`src/rtl/brres_pkg.sv`:
```
package brres_pkg;
   typedef enum logic [2:0] {
      M_CNZ     = 3'd0,
      M_CNZ_HIT = 3'd1,
      M_CNZ_MIS = 3'd2,
      M_CZ      = 3'd3,
      M_CZ_HIT  = 3'd4,
      M_CZ_MIS  = 3'd5,
      M_HIT     = 3'd6,
      M_MIS     = 3'd7
   } br_mode_e;

   typedef enum logic [1:0] {
      T_IMM  = 2'd0,
      T_REG  = 2'd1,
      T_LINK = 2'd2,
      T_CTR  = 2'd3
   } tgt_sel_e;
endpackage

```
`src/rtl/brres_cond_eval.sv`:
```
module brres_cond_eval
   import brres_pkg::*;
#(
   parameter int CRW     = 32,
   parameter int CW      = 32,
   parameter bit ANY_HIT = 1'b1
) (
   input  logic [CRW-1:0] cond_word,
   input  logic [CRW-1:0] bit_mask,
   input  br_mode_e       mode,
   input  logic [CW-1:0]  ctr_after,
   output logic           cond_ok
);
   logic hit;
   logic ctr_zero;

   generate
      if (ANY_HIT) begin : g_any
         assign hit = |(cond_word & bit_mask);
      end else begin : g_all
         assign hit = ((cond_word & bit_mask) == bit_mask) && (|bit_mask);
      end
   endgenerate

   assign ctr_zero = (ctr_after == '0);

   always_comb begin
      unique case (mode)
         M_CNZ:     cond_ok = !ctr_zero;
         M_CNZ_HIT: cond_ok = !ctr_zero && hit;
         M_CNZ_MIS: cond_ok = !ctr_zero && !hit;
         M_CZ:      cond_ok = ctr_zero;
         M_CZ_HIT:  cond_ok = ctr_zero && hit;
         M_CZ_MIS:  cond_ok = ctr_zero && !hit;
         M_HIT:     cond_ok = hit;
         M_MIS:     cond_ok = !hit;
         default:   cond_ok = 1'b0;
      endcase
   end
endmodule

```
`src/rtl/brres_ctr_unit.sv`:
```
module brres_ctr_unit #(
   parameter int CW = 32
) (
   input  logic          clk,
   input  logic          rst_n,
   input  logic          op_valid,
   input  logic          dec_req,
   input  logic          ld_en,
   input  logic [CW-1:0] ld_val,
   output logic [CW-1:0] ctr_q,
   output logic [CW-1:0] ctr_after
);
   localparam logic [CW-1:0] ONE = CW'(1);

   assign ctr_after = (op_valid && dec_req) ? (ctr_q - ONE) : ctr_q;

   always_ff @(posedge clk) begin
      if (!rst_n)      ctr_q <= '0;
      else if (ld_en)  ctr_q <= ld_val;
      else             ctr_q <= ctr_after;
   end


   ctr_load_chk: assert property (@(posedge clk) disable iff (!rst_n)
      ld_en |=> ctr_q == $past(ld_val));


   ctr_dec_wrap_chk: assert property (@(posedge clk) disable iff (!rst_n)
      (op_valid && dec_req && !ld_en) |=> ctr_q == CW'($past(ctr_q) - ONE));


   ctr_hold_chk: assert property (@(posedge clk) disable iff (!rst_n)
      (!op_valid && !ld_en) |=> $stable(ctr_q));
endmodule

```
`src/rtl/brres_target_sel.sv`:
```
module brres_target_sel
   import brres_pkg::*;
#(
   parameter int AW         = 32,
   parameter int CW         = 32,
   parameter int ALIGN_BITS = 2
) (
   input  tgt_sel_e      sel,
   input  logic [AW-1:0] imm_target,
   input  logic [AW-1:0] reg_target,
   input  logic [AW-1:0] link_val,
   input  logic [CW-1:0] ctr_val,
   output logic [AW-1:0] target
);
   logic [AW-1:0] ctr_as_addr;
   logic [AW-1:0] reg_src;
   logic [AW-1:0] reg_aligned;

   generate
      if (CW >= AW) begin : g_ctr_trunc
         assign ctr_as_addr = ctr_val[AW-1:0];
      end else begin : g_ctr_ext
         assign ctr_as_addr = {{(AW-CW){1'b0}}, ctr_val};
      end
   endgenerate

   always_comb begin
      unique case (sel)
         T_REG:   reg_src = reg_target;
         T_LINK:  reg_src = link_val;
         default: reg_src = ctr_as_addr;
      endcase
   end

   generate
      if (ALIGN_BITS > 0) begin : g_align
         assign reg_aligned = {reg_src[AW-1:ALIGN_BITS], {ALIGN_BITS{1'b0}}};
      end else begin : g_noalign
         assign reg_aligned = reg_src;
      end
   endgenerate

   assign target = (sel == T_IMM) ? imm_target : reg_aligned;
endmodule

```
`src/rtl/brres_top.sv`:
```
module brres_top
   import brres_pkg::*;
#(
   parameter int AW         = 32,
   parameter int CW         = 32,
   parameter int CRW        = 32,
   parameter int ALIGN_BITS = 2,
   parameter bit ANY_HIT    = 1'b1
) (
   input  logic           clk,
   input  logic           rst_n,
   input  logic           op_valid,
   input  logic [2:0]     br_mode,
   input  logic [CRW-1:0] cond_word,
   input  logic [CRW-1:0] bit_mask,
   input  logic [1:0]     tgt_sel,
   input  logic [AW-1:0]  imm_target,
   input  logic [AW-1:0]  reg_target,
   input  logic [AW-1:0]  fallthru_addr,
   input  logic           dec_req,
   input  logic           ctr_wr_en,
   input  logic [CW-1:0]  ctr_wr_data,
   input  logic           link_wr_en,
   input  logic [AW-1:0]  link_wr_data,
   output logic           res_valid,
   output logic           taken,
   output logic [AW-1:0]  next_addr,
   output logic [CW-1:0]  ctr_q,
   output logic [AW-1:0]  link_q
);
   generate
      if (AW <= ALIGN_BITS) begin : g_bad_align
         $error("brres_top: AW must exceed ALIGN_BITS");
      end
      if (CW < 2) begin : g_bad_cw
         $error("brres_top: CW must be at least 2");
      end
      if (CRW < 1) begin : g_bad_crw
         $error("brres_top: CRW must be at least 1");
      end
   endgenerate

   logic [CW-1:0] ctr_after;
   logic          cond_ok;
   logic [AW-1:0] target;

   brres_ctr_unit #(.CW(CW)) u_ctr (
      .clk       (clk),
      .rst_n     (rst_n),
      .op_valid  (op_valid),
      .dec_req   (dec_req),
      .ld_en     (ctr_wr_en),
      .ld_val    (ctr_wr_data),
      .ctr_q     (ctr_q),
      .ctr_after (ctr_after)
   );

   brres_cond_eval #(.CRW(CRW), .CW(CW), .ANY_HIT(ANY_HIT)) u_cond (
      .cond_word (cond_word),
      .bit_mask  (bit_mask),
      .mode      (br_mode_e'(br_mode)),
      .ctr_after (ctr_after),
      .cond_ok   (cond_ok)
   );

   brres_target_sel #(.AW(AW), .CW(CW), .ALIGN_BITS(ALIGN_BITS)) u_tgt (
      .sel        (tgt_sel_e'(tgt_sel)),
      .imm_target (imm_target),
      .reg_target (reg_target),
      .link_val   (link_q),
      .ctr_val    (ctr_q),
      .target     (target)
   );

   always_ff @(posedge clk) begin
      if (!rst_n)          link_q <= '0;
      else if (link_wr_en) link_q <= link_wr_data;
   end

   always_ff @(posedge clk) begin
      if (!rst_n) begin
         res_valid <= 1'b0;
         taken     <= 1'b0;
         next_addr <= '0;
      end else if (op_valid) begin
         res_valid <= 1'b1;
         taken     <= cond_ok;
         next_addr <= cond_ok ? target : fallthru_addr;
      end else begin
         res_valid <= 1'b0;
         taken     <= 1'b0;
      end
   end


   fallthru_chk: assert property (@(posedge clk) disable iff (!rst_n)
      op_valid |=> (taken || next_addr == $past(fallthru_addr)));


   imm_target_chk: assert property (@(posedge clk) disable iff (!rst_n)
      (op_valid && tgt_sel == 2'd0) |=> (!taken || next_addr == $past(imm_target)));

   generate
      if (ALIGN_BITS > 0) begin : g_align_chk

         reg_align_chk: assert property (@(posedge clk) disable iff (!rst_n)
            (op_valid && tgt_sel != 2'd0) |=> (!taken || next_addr[ALIGN_BITS-1:0] == '0));
      end
   endgenerate


   dec_then_test_chk: assert property (@(posedge clk) disable iff (!rst_n)
      (op_valid && dec_req && br_mode == 3'd3 && ctr_q == CW'(1)) |=> taken);


   link_load_chk: assert property (@(posedge clk) disable iff (!rst_n)
      link_wr_en |=> link_q == $past(link_wr_data));


   idle_result_chk: assert property (@(posedge clk) disable iff (!rst_n)
      !op_valid |=> (!res_valid && !taken));


   valid_result_chk: assert property (@(posedge clk) disable iff (!rst_n)
      op_valid |=> res_valid);
endmodule

```
`config.mk`:
```
export PLATFORM = sky130hd
export DESIGN_NAME = brres_top
export DESIGN_NICKNAME = d
export VERILOG_FILES = /design/src/rtl/brres_pkg.sv /design/src/rtl/brres_cond_eval.sv /design/src/rtl/brres_ctr_unit.sv /design/src/rtl/brres_target_sel.sv /design/src/rtl/brres_top.sv
export SDC_FILE = /design/constraint.sdc
export NUM_CORES = 1
export LEC_CHECK = 0
export BUFFER_PORTS_ARGS = -buffer_cell sky130_fd_sc_hd__buf_2
export CELL_PAD_IN_SITES_DETAIL_PLACEMENT = 2
export CELL_PAD_IN_SITES_GLOBAL_PLACEMENT = 2
export CORE_MARGIN = 1
export CORE_UTILIZATION = 26
export DETAILED_ROUTE_END_ITERATION = 10
export GPL_TIMING_DRIVEN = 1
export PLACE_DENSITY_LB_ADDON = 0.2
export SYNTH_ARGS = -nofsm -noshare
export SYNTH_HDL_FRONTEND = slang
export SYNTH_SLANG_ARGS = --single-unit
```
`constraint.sdc`:
```
create_clock -name clk -period 5.9 [get_ports clk]
set_input_delay 1.18 -clock clk [delete_from_list [all_inputs] [get_ports clk]]
set_output_delay 1.18 -clock clk [all_outputs]
set_load 0.02 [all_outputs]
```
After elaboration in Yosys (flattened, before gate mapping)
Cells that the tools add are included.
Widths: inputs -> output; s select.
- register bits: 98
- logic and storage cells: 35
- add/subtract/negate cells: 1
- equality and inequality tests: 9
- muxes and demuxes: 7
- bitwise gates (word level): 1
- reduce and logical (&&, ||, !) cells: 12
- operator list (cell ; count):
    $mux 32 ; 4
    $pmux 32 s2 ; 1
    $and 32x32->32 ; 1
    $logic_not 32->1 ; 1
    $reduce_or 32->1 ; 1
    $sub 32x1->32 const B ; 1
    $eq 3x3->1 const B ; 4
    $pmux 1 s8 ; 1
    $eq 3x2->1 const B ; 2
    $logic_and 1x1->1 ; 5
    $eq 3x1->1 const B ; 1
    $logic_not 3->1 ; 1
    $eq 2x1->1 const B ; 1
    $eq 2x2->1 const B ; 1
    $logic_not 1->1 ; 2
    $logic_not 2->1 ; 1
    $reduce_and 2->1 ; 1
    $mux 1 ; 1

Logic depth before layout (Yosys ltp)
- word-level depth: 7
- mapped depth: 12

By module
Synthesis repeated with hierarchy kept, for this count alone.
- cells, all modules: 662
- area, all modules: 5923.2 µm²
- by module, submodules not included (module ; instances ; cells an instance ; area each (µm²) ; sequential area each (µm²)):
    brres_top ; 1 ; 250 ; 2677.6 ; 1321.3
    brres_ctr_unit ; 1 ; 257 ; 2167.1 ; 640.6
    brres_target_sel ; 1 ; 116 ; 775.7 ; 0.0
    brres_cond_eval ; 1 ; 39 ; 302.8 ; 0.0

Worst setup path after synthesis
No wires, ideal clock.
- kind: in2reg
- from: input dec_req
- to: register next_addr[10]
- library setup time: 140 ps
- arrival: 3520 ps
- data required time: 5760 ps
- slack: 2240 ps
- cell stages on the path: 11
- path through: nor4bb_1 > buf_2 > nand2_2 > a211o_1 > a2111oi_1 > nand4_1 > nor3_2 > mux2i_1 > and2_4 > buf_6 > o311ai_2
- longest elaborated chain between the ends: 7
- RTL lines (what ; line ; source):
    from (decl) ; brres_top.sv:20 ; input logic dec_req,
    $logic_and 1x1->1 (*) ; brres_ctr_unit.sv:15 ; assign ctr_after = (op_valid && dec_req) ? (ctr_q - ONE) : ctr_q;
    $mux 32 (*) ; brres_ctr_unit.sv:15 ;
    $logic_not 32->1 (*) ; brres_cond_eval.sv:25 ; assign ctr_zero = (ctr_after == '0);
    $logic_not 1->1 ; brres_cond_eval.sv:29, brres_cond_eval.sv:30, brres_cond_eval.sv:31 ;
    $logic_and 1x1->1 (on tied branches) ; brres_cond_eval.sv:31, brres_cond_eval.sv:30 ;
    $pmux 1 s8 (*) ; brres_cond_eval.sv:28 ; unique case (mode)
    $mux 32 (*) ; brres_top.sv:88 ; next_addr <= cond_ok ? target : fallthru_addr;
    to (signal assigned) ; brres_top.sv:88 ;
    to (decl) ; brres_top.sv:27 ; output logic [AW-1:0] next_addr,
Mark *: on every way between the ends. The rest lies on a longest branch, timed or not.
A chain may end at the register's enable or synchronous reset.

Worst setup path in the final report
- from: input op_valid
- to: register next_addr[21]
- longest elaborated chain between the ends: 7
- RTL lines (what ; line ; source):
    from (decl) ; brres_top.sv:12 ; input logic op_valid,
    $logic_and 1x1->1 ; brres_ctr_unit.sv:15 ;
    $mux 32 ; brres_ctr_unit.sv:15 ;
    $logic_not 32->1 ; brres_cond_eval.sv:25 ;
    $logic_not 1->1 ; brres_cond_eval.sv:29, brres_cond_eval.sv:30, brres_cond_eval.sv:31 ;
    $logic_and 1x1->1 (on tied branches) ; brres_cond_eval.sv:31, brres_cond_eval.sv:30 ;
    $pmux 1 s8 ; brres_cond_eval.sv:28 ;
    $mux 32 ; brres_top.sv:88 ;
Several ways; a longest one is shown, not always the timed one.

==> run_results.csv <==
group,metric,value,unit
clocking,holdBufCountCts,0,
sta,post-route-min-period,4.36,ns
sta,clock.fmax,229,MHz
drt,vias_per_cell,5.20,
floorplanning,initial_utilization,26.4,%
sta,finalHoldWorstSlack,0.492,ns
worst_setup_path,crit_path_start_kind,"primary input",
floorplanning,core-area,23400,sq um
floorplanning,row_count,56,
placed_design,gp_congestion,0.868,
finish,fin_util,35.7,%
sta,final.setup.tns,0,ns
sta,final-max-slew-violation-count,0,
synth,syn_area_per_cell,8.26,sq um
worst_hold_path,worst_hold_path_type,"reg2reg",
drt,drt-wirelength-per-cell,22.1,microns
drt,met3RoutedLength,1.61,mm
drt,detailedRoute.firstIterationViolations,225,
clocking,clkSlewWorstSetupHoldPaths,0.07,ns
placed_design,placed_cells,1336,
grt,grt_start_max_net_pins,70,
clocking,cts-htree-levels,3,
finish,design_area,8350,sq um
clocking,clk-insertion-delay-late,0.36,ns
synth,yosys_register_bits,98,
synth,synth_top_cell_by_area,"dfxtp_1",
worst_setup_path,worstSetupPathType,"in2reg",
floorplanning,die_h,156,microns
job,max-cap-violations,0,
synth,synth-edff-count,0,
finish,layout.nets,1267,
sta,report.final.hold_viol_count,0,
synth,synth_top_flop_cell,"dfxtp_1",
sta,worst_clock_skew,0.00983,ns
synth,synth_area,6180,sq um
power_and_ir_drop,power.density,229,nW/um^2
clocking,cts.repair_timing.setup_buffer_count,0,
synth,leading_post_synthesis_cells_by_cell_area,"dfxtp_1 32%, mux2i_1 5.3%, a22oi_1 5.2%",
worst_setup_path,endpoint_kind,"flip-flop",
worst_setup_path,cp_data_required_time,6.16,ns
power_and_ir_drop,p_leak,3.75,nW
power_and_ir_drop,total_switching_power,0.000651,W
power_and_ir_drop,pwr-share-comb,26.7,%
grt,overflow_left_after_global_routing,0,
power_and_ir_drop,internal-power,0.00126,W
floorplanning,die_footprint,24400,sq um
power_and_ir_drop,share_seq_of_total_power,40.0,%
grt,globalRouteTotalUtil,24.1,%
drt,detailroute.via_count,7041,
clocking,cts_tree,"done",
worst_setup_path,crit-reg2reg-launch,"u_ctr.ctr_q[0]$_SDFF_PN0_",
clocking,clkSinkCount,98,
sta,final-setup-viol-count,0,
synth,synth.yosys.seq_area_share,31.7,%
placed_design,placement.cell_area,8030,sq um
worst_setup_path,crit_path_max_fanout,69,
sta,worstMarginPinSlew,1.12,ns
synth,most_instantiated_library_cell_after_synthesis,"dfxtp_1",
synth,yosys.area.top_type_share,31.7,%
worst_setup_path,arrival_time_reported_for_the_critical_path_endpoint,4.61,ns
drt,dr.max_layer_used,"met4",
drt,drt_first_pass_iters,6,
power_and_ir_drop,pwr-share-clk,33.3,%
drt,wl_met1,12.3,mm
synth,async_flop_share,0,%
sta,maxSlewHeadroom,25.4,%
floorplanning,num_io_pins,333,
floorplanning,die_width,156,microns
grt,wire_length_of_the_first_global_routing_pass,44.0,mm
finish,final_layout_size_suffix_gt1_share,37.2,%
grt,antenna_found_initial,3,
drt,wl_met2,15.4,mm
drt,drc,0,
synth,synth_common_cells,"98 x dfxtp_1, 61 x clkbuf_1, 44 x nand2_1",
clocking,ctsResizeCount,0,
clocking,cts_buffers,9,
power_and_ir_drop,power.share.switching,34.1,%
placed_design,dp_hpwl,22.7,mm
status,status,"completed",
grt,number_of_global_route_vias_before_repair,7395,
worst_setup_path,critPathLaunch,"op_valid",
worst_hold_path,hold_path.startpoint,"next_addr[27]$_SDFFE_PN0P_",
drt,route.final.wire_length,29.9,mm
synth,yosysWarningCount,0,
power_and_ir_drop,vdd_ir_drop_max,0.000115,V
clocking,clock_tree.buffer_depth,2,
finish,syn2layout_area_growth,34.9,%
synth,synth_cell_types,52,
placed_design,io_buffers,330,
clocking,clock_tree.root_cell,"clkbuf_16",
sta,grt_setup_unrepaired,"no",
synth,postSynthNetCount,988,
drt,route.antenna.remaining_nets,0,
finish,stdcell_count,1355,
sta,period_share,73.9,%
synth,synthCells,749,
[layout by cell type, fill, tap and decap left out, types with 3 or more instances in the layout]
master and instances:
buf_2 329, dfxtp_1 98, nand2_1 44, a22oi_1 43, nor2_1 43, o21ai_0 38
nand3_1 37, nor2b_1 33, a21oi_1 32, mux2i_1 32, a211oi_1 31, nand3b_1 31
and2_1 30, and3_1 29, xnor2_1 24, o311ai_2 18, nor3_1 12, o311ai_1 12
nor4_1 11, buf_4 11, or3_1 9, clkbuf_16 9, inv_1 8, xor2_1 8
nand4_1 7, nand4b_1 5, nand2b_1 4, diode_2 3, or4_1 3, o211a_1 3
ha_1 3
[final timing paths]
check / slack [ns] / end / cells past startpoint
setup / recovery: 1.54 / next_addr[21]$_SDFFE_PN0P_ / 12
hold reg to reg: 0.49 / next_addr[27]$_SDFFE_PN0P_ / 2
hold / removal: 0.49 / next_addr[27]$_SDFFE_PN0P_ / 2
setup reg to reg: 1.71 / next_addr[21]$_SDFFE_PN0P_ / 12
[cells by family after synthesis]
family	count (synthesis)	share of synthesized area [%]
XOR/XNOR	32	4.53
AO/OA/AOI/OAI	192	23.6
flip-flops	98	31.7
adder cells (fa/ha/maj)	4	0.809
multiplexers	34	5.52
AND/OR/NAND/NOR	309	28.5
buffers and inverters	80	5.24
[state kept, by name, indices dropped and copies added (netlist names)]
signal       cells
link_q          32
next_addr       32
res_valid        1
taken            1
u_ctr.ctr_q     32
[power groups by stage]
stage	Sequential (W)	Combinational (W)	Clock (W)
finish	0.000763	0.000509	0.000636
global route	0.000770	0.000556	0.000681
CTS	0.000764	0.000518	0.000658
detailed placement	0.000780	0.000515	0
global placement	0.000778	0.000505	0
floorplan	0.000809	0.000254	0
[final cells by class]
type,count,area [sq um]
Antenna cell,3,7.51
Clock buffer,11,243
Clock inverter,5,61.3
Fill cell,2853,15100
Inverter,8,30.0
Multi-Input combinational cell,571,3910
Sequential cell,98,1960
Tap cell,319,399
Timing Repair Buffer,340,1730
[layer usage]
metal	vias up	track usage (%)
met5	-	0
met4	0	7.80
met3	28	4.21
met2	242	45.3
met1	3438	27.3
li1	3333	-
[through the flow]
stage / total power [W] / setup slack [ns]
after floorplan: 0.00106 / 2.24
after global placement: 0.00128 / 1.19
after detailed placement: 0.00129 / 1.14
after CTS: 0.00194 / 1.51
after global routing: 0.00201 / 1.23
final: 0.00191 / 1.54
[worst max-delay path, stage by stage]
cell and delay (ns):
buf_2 0.09, buf_4 0.47, nand2_1 0.32, or3_1 0.42
a211oi_1 0.24, o2bb2a_1 0.20, nand4_1 0.12, nor3_2 0.40
o211ai_1 0.13, buf_4 0.28, and2_4 0.39, o311ai_1 0.36
Power figures use the tool's default switching activity.
